### src/rtl/usb_ep_pkg.sv
package usb_ep_pkg;

    typedef enum logic [1:0] {
        HS_NONE  = 2'b00,
        HS_ACK   = 2'b01,
        HS_NAK   = 2'b10,
        HS_STALL = 2'b11
    } hs_code_t;

    typedef enum logic [1:0] {
        ST_NAK      = 2'b00,
        ST_ARMED    = 2'b01,
        ST_STALL    = 2'b10,
        ST_STALL_HI = 2'b11
    } ep_mode_t;

    localparam int REG_W    = 8;
    localparam int EN_BIT   = 7;
    localparam int MODE_LSB = 5;

endpackage

### src/rtl/usb_ep_mode_fsm.sv
module usb_ep_mode_fsm
    import usb_ep_pkg::*;
(
    input  logic       clk,
    input  logic       rst_n,
    input  logic       ctrl_wr,
    input  logic       wr_en,
    input  logic [1:0] wr_mode,
    input  logic       ack_done,
    output logic       en_o,
    output ep_mode_t   mode_o
);

    ep_mode_t state_q, state_d;
    logic     en_q, en_d;

    // state register
    always_ff @(posedge clk or negedge rst_n) begin
        if (!rst_n) begin
            state_q <= ST_NAK;
            en_q    <= 1'b0;
        end else begin
            state_q <= state_d;
            en_q    <= en_d;
        end
    end

    // next state: processor write beats the auto-clear
    always_comb begin
        state_d = state_q;
        en_d    = en_q;
        if (ctrl_wr) begin
            state_d = ep_mode_t'(wr_mode);
            en_d    = wr_en;
        end else if (ack_done) begin
            unique case (state_q)
                ST_NAK:      state_d = ST_NAK;
                ST_ARMED:    state_d = ST_NAK;
                ST_STALL:    state_d = ST_STALL;
                ST_STALL_HI: state_d = ST_STALL;
            endcase
        end
    end

    // outputs
    always_comb begin
        en_o   = en_q;
        mode_o = state_q;
    end

endmodule

### src/rtl/usb_ep_count_reg.sv
module usb_ep_count_reg #(
    parameter int CNT_W = 6
) (
    input  logic             clk,
    input  logic             rst_n,
    input  logic             cnt_wr,
    input  logic [CNT_W-1:0] wr_cnt,
    output logic [CNT_W-1:0] cnt_o
);

    logic [CNT_W-1:0] cnt_q;

    always_ff @(posedge clk or negedge rst_n) begin
        if (!rst_n)      cnt_q <= '0;
        else if (cnt_wr) cnt_q <= wr_cnt;
    end

    assign cnt_o = cnt_q;

endmodule

### src/rtl/usb_ep_hs_decode.sv
module usb_ep_hs_decode
    import usb_ep_pkg::*;
(
    input  logic     tok_valid,
    input  logic     en,
    input  ep_mode_t mode,
    output hs_code_t hs
);

    always_comb begin
        hs = HS_NONE;
        if (tok_valid && en) begin
            unique case (mode)
                ST_NAK:      hs = HS_NAK;
                ST_ARMED:    hs = HS_ACK;
                ST_STALL:    hs = HS_STALL;
                ST_STALL_HI: hs = HS_STALL;
            endcase
        end
    end

endmodule

### src/rtl/usb_ep_hs_ctrl.sv
module usb_ep_hs_ctrl
    import usb_ep_pkg::*;
#(
    parameter int CNT_W = 6
) (
    input  logic             clk,
    input  logic             rst_n,
    input  logic             cpu_wr,
    input  logic             cpu_addr,
    input  logic [7:0]       cpu_wdata,
    output logic [7:0]       cpu_rdata,
    input  logic             tok_valid,
    input  logic             ack_done,
    output logic [1:0]       hs_code,
    output logic [CNT_W-1:0] byte_cnt
);

    localparam int PAD_W = REG_W - CNT_W;

    logic     ctrl_wr, cnt_wr;
    logic     en_s;
    ep_mode_t mode_s;
    hs_code_t hs_s;
    logic     unused_wbits;

    assign ctrl_wr      = cpu_wr && (cpu_addr == 1'b0);
    assign cnt_wr       = cpu_wr && (cpu_addr == 1'b1);
    assign unused_wbits = ^cpu_wdata[REG_W-1:CNT_W];

    usb_ep_mode_fsm u_fsm (
        .clk      (clk),
        .rst_n    (rst_n),
        .ctrl_wr  (ctrl_wr),
        .wr_en    (cpu_wdata[EN_BIT]),
        .wr_mode  (cpu_wdata[MODE_LSB+1:MODE_LSB]),
        .ack_done (ack_done),
        .en_o     (en_s),
        .mode_o   (mode_s)
    );

    usb_ep_count_reg #(.CNT_W(CNT_W)) u_cnt (
        .clk    (clk),
        .rst_n  (rst_n),
        .cnt_wr (cnt_wr),
        .wr_cnt (cpu_wdata[CNT_W-1:0]),
        .cnt_o  (byte_cnt)
    );

    usb_ep_hs_decode u_dec (
        .tok_valid (tok_valid),
        .en        (en_s),
        .mode      (mode_s),
        .hs        (hs_s)
    );

    assign hs_code   = hs_s;
    assign cpu_rdata = cpu_addr ? {{PAD_W{1'b0}}, byte_cnt}
                                : {en_s, mode_s, {MODE_LSB{1'b0}}};

endmodule

### config.mk
export PLATFORM = sky130hd
export DESIGN_NAME = usb_ep_hs_ctrl
export DESIGN_NICKNAME = d
export VERILOG_FILES = /design/src/rtl/usb_ep_pkg.sv /design/src/rtl/usb_ep_mode_fsm.sv /design/src/rtl/usb_ep_count_reg.sv /design/src/rtl/usb_ep_hs_decode.sv /design/src/rtl/usb_ep_hs_ctrl.sv
export SDC_FILE = /design/constraint.sdc
export NUM_CORES = 1
export LEC_CHECK = 0
export CAP_MARGIN = 0
export CELL_PAD_IN_SITES_DETAIL_PLACEMENT = 1
export CELL_PAD_IN_SITES_GLOBAL_PLACEMENT = 2
export CORE_UTILIZATION = 32
export CTS_CLUSTER_SIZE = 25
export DETAILED_ROUTE_END_ITERATION = 6
export DONT_BUFFER_PORTS = 1
export PLACE_DENSITY = 0.77
export SLEW_MARGIN = 20
export SYNTH_ARGS = -nofsm -noshare
export SYNTH_HDL_FRONTEND = slang
export SYNTH_SLANG_ARGS = --single-unit
### constraint.sdc
create_clock -name clk -period 1 [get_ports clk]
set_input_delay 0.2 -clock clk [delete_from_list [all_inputs] [get_ports clk]]
set_output_delay 0.2 -clock clk [all_outputs]
set_load 0.01 [all_outputs]
# Yosys cells after proc, flatten, opt, wreduce, memory -nomap -nowiden
# Cells that the tools add are included.
[totals]
regBits = 9
in_bits = 14
output_inout_bits = 16
elab_cells = 20
[classes]
eq_ne = 3
muxes = 6
n_bitwise = 1
reduce_logical = 7
[op_table]
columns = ["operator", "n"]
rows = [
  ["$mux W8", 1],
  ["$mux W2", 3],
  ["$pmux W2 S3", 1],
  ["$eq A2 B2 Y1 const B", 2],
  ["$pmux W2 S2", 1],
  ["$reduce_or A2 Y1", 2],
  ["$logic_and A1 B1 Y1", 3],
  ["$eq A2 B1 Y1 const B", 1],
  ["$logic_not A2 Y1", 1],
  ["$reduce_bool A2 Y1", 1],
  ["$not A1 Y1", 1],
]

# Depth between registers and ports, before layout
# Gate-level depths: netlist of the first run.
[depth]
word_depth = 5
mapped_depth = 3
ltp_nobuf = 2

# By module
# From an unflattened synthesis of the first run, not the netlist that was laid out.
[unflattened]
cells_unflattened = 36
hier_area_um2 = 474.2
[modules_own_cells]
columns = ["module", "n_inst", "cells_per_inst", "area_per_inst_um2", "seq_area_each_um2"]
rows = [
  ["usb_ep_count_reg", 1, 13, 251.5, 150.1],
  ["usb_ep_mode_fsm", 1, 8, 112.6, 75.1],
  ["usb_ep_hs_ctrl", 1, 10, 86.3, 0.0],
  ["usb_ep_hs_decode", 1, 5, 23.8, 0.0],
]

# Worst setup path after synthesis of the first run
# No wires, ideal clock.
[synth_path]
path_type = "reg2out"
startpoint = "register u_cnt.cnt_q[5], in the netlist u_cnt.cnt_o[5]"
endpoint = "output cpu_rdata[5]"
t_arrival_ns = 0.697
required_ns = 0.800
path_slack_ns = 0.103
stages_incl_launch_ff = 2
path_buffers = 0
cell_sequence = "dfrtp_1 > mux2_2"
[synth_between]
elab_chain_cells = 1
[synth_rtl]
columns = ["element", "line_no", "source"]
rows = [
  ["start: declaration", "usb_ep_count_reg.sv:11", "logic [CNT_W-1:0] cnt_q;"],
  ["start signal: assignment", "usb_ep_count_reg.sv:15", "else if (cnt_wr) cnt_q <= wr_cnt;"],
  ["$mux W8", "usb_ep_hs_ctrl.sv:57", "assign cpu_rdata = cpu_addr ? {{PAD_W{1'b0}}, byte_cnt}"],
  ["end: declaration", "usb_ep_hs_ctrl.sv:11", "output logic [7:0] cpu_rdata,"],
]
# No other way between the ends.

# Worst setup path after layout of the first run
[layout_path]
startpoint = "register u_fsm.state_q[0], in the netlist u_fsm.mode_o[0]"
endpoint = "output cpu_rdata[5]"
[layout_between]
elab_chain_cells = 1
[layout_rtl]
columns = ["element", "line_no", "source"]
rows = [
  ["start: declaration", "usb_ep_mode_fsm.sv:14", "ep_mode_t state_q, state_d;"],
  ["start signal: assignment", "usb_ep_mode_fsm.sv:23", "state_q <= state_d;"],
  ["$mux W8", "usb_ep_hs_ctrl.sv:57", ""],
]
# No other way between the ends.

==> run metrics, run 1 <==
Mapped Area 457.9 um2; Top FF cell, synth dfrtp_1; Buf/Inv on CP 0; via count 274; async set or reset register ratio after synthesis 1.000; Total Power 0.0009536 W; total track usage 0.1388; leading area contributor after synthesis dfrtp_1; Post-Route WL 854 um; first-pass GRT wire length 1338 um; Final Hold Fails 0; Clock Latency Late Sink 0.26 ns; Hold WC Path Type primary input to register; Synthesized Nets 49; Setup Viol. Count Final 11; Remaining DRCs 0; status finished, violations left; Top Ports 30; Critical-path top delay cell dfrtp_1; number of synthesized flops with an enable pin 0; TritonCTS clock tree done; warnings from Yosys 0; min Tclk post-route 1.190 ns; initial antenna violation count 0; fin cells 55; Slew Limit Headroom 0.7404; initial core utilization 0.3476; CP Data Required Time 0.80 ns; final core area utilization 0.4093; top cells by area, synth dfrtp_1 (49%), mux2_2 (20%), and2_2 (8.2%); fmax 0.8401 GHz; maximum vdd drop 0.0007471 V; share of cells above drive strength 1 0.6750; CP Class register to primary output; P_leak 0.2462 nW; top-count cell post-synth dfrtp_1; Final Cycle Share 1.190; nets 55; Congestion Overflow GR 0; Sink Count 9; sequential-to-total area share from yosys stat 0.4918; final worst slack -0.1903 ns; Die ar. 1586 um2; crit-path max FO 4; endpoint type of the worst setup path primary output; Final HPWL DP 652.7 um; Detailed Route Iter0 Violations 0; Largest delay share family, worst path flip-flops; nature of the critical path startpoint register; row count 13; Sequential cell area 225.2 um2; Routability Congestion 0.5703; H-Tree Depth 1; CORE AREA 1318 um2; clock slew at reported path FFs 0.06 ns; drt first pass iters 1; WP data arrival 0.99 ns; syn_area_per_cell 13.08 um2; # fillers 136; Yosys reg bits 9; Die X-Extent 39.83 um; Final TNS setup -0.7185 ns; number of global-route vias before repair 309; unrepaired setup endpoints after global routing true; die height 39.83 um; CTS Root Cell clkbuf_4; slowest stage delay, CP 0.42 ns; Vias/cell 4.982; failing checks setup timing; TritonCTS Buffers 3; max-slew violations 0; Wirelength per Cell 15.53 um; number of port buffers 0; Max clock buf depth 2; cell count after synthesis 35; number of distinct library cells after synthesis 13; Slew @ Worst Pin 0.3881 ns; Max Cap Viol 0; area of the multi-input gates 244.0 um2; Placed Cells 50; clock skew 0 ns; ant diodes 0; Post-synth top cells dfrtp_1 (9), mux2_2 (8), and2_2 (5), nor2_1 (3), mux2_4 (2); antenna-violating nets left 0; largest net degree at the start of global routing 11; Power Density 1768 nW/um2; Layout area overhead 17.76%; top cell type's share of synthesized area 0.4918; crit-path cells mux2_4
## flip-flops by register name, summed over array words and instances (netlist names)
signal,cells
u_cnt.cnt_o,6
u_fsm.en_o,1
u_fsm.mode_o,2
## cells in the final DEF (no fill, tap or decap)
| cell type | synthesis | routed |
|---|---|---|
| nor2_1 | 3 | 1 |
| nor2b_4 | 1 | 1 |
| nor2b_1 | 1 | 1 |
| clkbuf_1 | 0 | 1 |
| nand2_4 | 1 | 1 |
| buf_6 | 1 | 1 |
| nand2_2 | 0 | 1 |
| nor2_2 | 0 | 1 |
| inv_2 | 0 | 1 |
| and2b_2 | 1 | 1 |
| mux2_2 | 8 | 7 |
| nor2_4 | 0 | 1 |
| a21oi_2 | 0 | 1 |
| mux2_4 | 2 | 3 |
| dlygate4sd3_1 | 0 | 1 |
| clkbuf_4 | 0 | 3 |
| and2_4 | 0 | 5 |
| dfrtp_1 | 9 | 9 |
## timing repair
action | CTS | global route
resized for setup | 11 | 2
buffers inserted | 0 | 0
setup endpoints to repair | 11 | 11
endpoints found under the hold margin | 9 | 0
gates cloned | 0 | 0
hold buffers | 1 | 0
pin swaps | 6 | 0
## power breakdown
group          total, W  internal, W  switching [W]  leakage (nW)
Sequential     0.000476     0.000416      0.0000609         0.107
Combinational  0.000197     0.000116      0.0000809         0.124
Clock          0.000280     0.000154       0.000127        0.0150
Total          0.000954     0.000685       0.000268         0.246
## through the flow
step / hold slack [ns] / instance area [um2] / setup slack, ns
global placement: -0.09541 / 473.0 / 0.1205
detailed placement: -0.09542 / 473.0 / 0.1056
global route: 0.07516 / 539.3 / -0.2227
finish: 0.08348 / 539.3 / -0.1903
floorplan: -0.09559 / 457.9 / 0.1034
CTS: 0.07572 / 533.0 / -0.1888
## kinds of logic (layout without fill, tap and decap cells)
family | count (synthesis) | after routing | share of synthesized area
simple gates | 13 | 13 | 0.2022
buf+inv | 2 | 7 | 0.03278
flops | 9 | 9 | 0.4918
compound gates | 1 | 1 | 0.01092
mux | 10 | 10 | 0.2623
## worst paths after layout
path | from | to | slack, ns | cells after the start
setup / recovery | u_fsm.mode_o[0] | cpu_rdata[5] | -0.19 | 1
hold / removal | cpu_wdata[5] | u_fsm.mode_o[0] | 0.08 | 1
setup reg to reg | u_fsm.mode_o[0] | u_fsm.mode_o[0] | 0.08 | 2
hold reg to reg | u_fsm.en_o | u_fsm.en_o | 0.56 | 1
max in group asynchronous | rst_n | u_cnt.cnt_o[2] | 0.43 | 1
min in group asynchronous | rst_n | u_fsm.mode_o[0] | 0.29 | 1
## layout make-up
| cell class | instances | share of cell area |
|---|---|---|
| flip-flops and latches | 9 | 0.4176 |
| multi-input cells | 24 | 0.4524 |
| inverters | 1 | 0.006961 |
| repair buffers | 2 | 0.03944 |
| well taps | 15 | 0.03480 |
| clock buffers | 4 | 0.04872 |
## routing by layer
layer	vias to the layer above	wire, um	track usage
met3	3	69	0.04545
li1	123	-	-
met4	0	24	0.1293
met2	18	428	0.1926
met5	-	0	0
met1	130	331	0.1643
No activity file was read; power rests on OpenSTA's default activity.
==> inputs of run 2 (changes only) <==
--- a/config.mk
+++ b/config.mk
@@ -5,14 +5,15 @@
 export SDC_FILE = /design/constraint.sdc
 export NUM_CORES = 1
 export LEC_CHECK = 0
+export ABC_AREA = 1
 export CAP_MARGIN = 0
 export CELL_PAD_IN_SITES_DETAIL_PLACEMENT = 1
 export CELL_PAD_IN_SITES_GLOBAL_PLACEMENT = 2
-export CORE_UTILIZATION = 32
+export CORE_UTILIZATION = 29
 export CTS_CLUSTER_SIZE = 25
 export DETAILED_ROUTE_END_ITERATION = 6
 export DONT_BUFFER_PORTS = 1
-export PLACE_DENSITY = 0.77
+export PLACE_DENSITY = 0.79
 export SLEW_MARGIN = 20
 export SYNTH_ARGS = -nofsm -noshare
 export SYNTH_HDL_FRONTEND = slang
==> run metrics, run 2 <==
status finished, violations left; failing checks setup timing; Remaining DRCs 0 (unchanged); Slew Limit Headroom 0.7214 (-0.01900); Layout area overhead 18.48%; unrepaired setup endpoints after global routing true; initial antenna violation count 0 (unchanged); number of distinct library cells after synthesis 12 (-1); commonest non-fill, non-tap cells in the layout nand2_1 (24), inv_2 (9), dfrtp_1 (9), nand3_1 (6), buf_4 (5); Detailed Route Iter0 Violations 9 (+9); CORE AREA 1541 um2 (+17%); number of synthesized flops with an enable pin 0 (unchanged); total track usage 0.1367 (-0.002034); top cells by area, synth dfrtp_1 (46%), nand2_1 (19%), nand3_1 (6.1%); largest net degree at the start of global routing 18 (+7); Top FF cell, synth dfrtp_1; # fillers 196 (+44%); Hold WC Path Type primary input to register; min Tclk post-route 1.127 ns (-0.06288 ns); CP Class register to primary output; Top Ports 30 (unchanged); endpoint type of the worst setup path primary output; Mapped Area 494.2 um2 (+7.9%); fmax 0.8870 GHz (+5.6%); commonest non-fill, non-tap cell in the layout nand2_1; Congestion Overflow GR 0 (unchanged); CTS Root Cell clkbuf_4; initial core utilization 0.3206 (-0.02696); P_leak 0.3166 nW (+29%); leading area contributor after synthesis dfrtp_1; antenna-violating nets left 0 (unchanged); max-slew violations 0 (unchanged); TritonCTS Buffers 3 (unchanged); warnings from Yosys 0 (unchanged); async set or reset register ratio after synthesis 1.000 (unchanged); nets 86 (+56%); worst reg2reg setup slack 0.15 ns (+0.07 ns); Wirelength per Cell 13.08 um (-16%); Final HPWL DP 865 um (+33%); Slew @ Worst Pin 0.4165 ns (+0.02841 ns); first-pass GRT wire length 1842 um (+38%); final worst slack -0.1275 ns (+0.06288 ns); Total Power 0.0009259 W (-2.9%); number of global-route vias before repair 407 (+32%); Yosys reg bits 9 (unchanged); nature of the critical path startpoint register; share of cells above drive strength 1 0.4085 (-0.2665); Routability Congestion 0.6349 (+11%); Power Density 1581 nW/um2 (-11%); clock skew 0 ns (unchanged); clock slew at reported path FFs 0.06 ns (about the same); Max clock buf depth 2 (unchanged); number of port buffers 0 (unchanged); Post-Route WL 1138 um (+33%); drt first pass iters 4 (+3); Sink Count 9 (unchanged); Final Hold Fails 0 (unchanged); TritonCTS clock tree done; cell count after synthesis 63 (+80%); sequential-to-total area share from yosys stat 0.4557 (-0.03611); Vias/cell 4.851 (-2.6%); Clock Latency Late Sink 0.26 ns (about the same); top cell type's share of synthesized area 0.4557 (-0.03611); die height 43.28 um (+8.7%); Final Cycle Share 1.127 (-0.06288); top-count cell post-synth nand2_1; Synthesized Nets 77 (+57%); WP data arrival 0.93 ns (-0.06 ns); Max Cap Viol 0 (unchanged); Post-synth top cells nand2_1 (25), dfrtp_1 (9), inv_1 (8), nand3_1 (6); final core area utilization 0.3799 (-0.02944); CP Data Required Time 0.80 ns (about the same); Die X-Extent 43.28 um (+8.7%); Die ar. 1873 um2 (+18%); Setup Viol. Count Final 10 (-1); row count 14 (+1); ant diodes 0 (unchanged); H-Tree Depth 1 (unchanged); crit-path max FO 3 (-1); max FFs per register 6 (unchanged); maximum vdd drop 0.0005283 V (-29%); syn_area_per_cell 7.845 um2 (-40%); via count 422 (+54%)
-- run 2: cell count changes after synthesis, moves of 2 or more --
| cell | change |
|---|---|
| nand3_1 | +6 |
| nand3_2 | +3 |
| mux2_4 | -2 |
| nand2_2 | +2 |
| and2_2 | -5 |
| nand2_1 | +24 |
| mux2_2 | -8 |
| inv_1 | +7 |
-- run 2: routing by layer --
layer | vias to the layer above | share of wire | track usage
met5 | - | 0 | 0
met4 | 0 | 0.018 | 0.09091
met3 | 4 | 0.084 | 0.05532
met2 | 17 | 0.49 | 0.2090
met1 | 193 | 0.41 | 0.1543
li1 | 208 | - | -
-- run 2: cells by family after synthesis --
kind of cell    synth area share
flops                     0.4557
buf+inv                   0.1544
simple gates              0.3595
compound gates           0.03037
-- run 2: worst paths after layout --
path,startpoint,to,depth (start not counted)
worst max-delay path,u_fsm.mode_o[0],cpu_rdata[5],3
worst min-delay path,cpu_addr,u_cnt.cnt_o[5],2
worst max register to register,u_fsm.mode_o[1],u_fsm.mode_o[1],4
worst min register to register,u_cnt.cnt_o[2],u_cnt.cnt_o[2],2
max in group asynchronous,rst_n,u_fsm.en_o,1
min in group asynchronous,rst_n,u_cnt.cnt_o[3],1
-- run 2: final cells by class --
class	count	area, um2	area share
repair buffers	7	58.81	0.1004
clock buffers	4	26.28	0.04487
well taps	16	20.02	0.03419
flip-flops and latches	9	225.2	0.3846
inverters	9	33.78	0.05769
multi-input cells	42	221.5	0.3782
-- run 2: what timing repair did --
action / in CTS / in global routing
hold endpoints to repair: 9 / 0
gates resized for setup: 14 / 4
endpoints found under the setup margin: 10 / 11
pin swaps: 6 / 5
hold buffers: 1 / 0
setup buffers: 3 / 1
-- run 2: power by group --
part	internal [W]	leakage, nW	total [W]	switching (W)
clock network	0.000154	0.0150	0.000279	0.000125
registers	0.000408	0.112	0.000457	0.0000493
logic	0.0000840	0.189	0.000190	0.000106
total	0.000645	0.317	0.000926	0.000281
-- run 2: worst max-delay path: stages (launching register included) --
cell and delay (ns):
dfrtp_1 0.40, inv_2 0.09, o21ai_2 0.05, buf_4 0.14
-- run 2: metrics by stage --
step	worst slack, ns	area (um2)	hold slack (ns)	std cells	setup TNS (ns)
final	-0.1275	585.6	0.05339	87	-0.5486
after global routing	-0.1808	585.6	0.04510	87	-1.086
after CTS	-0.1599	565.5	0.04538	86	-0.6626
after detailed placement	0.09832	486.7	-0.09535	78	0
after global placement	0.1138	486.7	-0.09540	78	0
after floorplan	0.1507	494.2	-0.09559	63	0
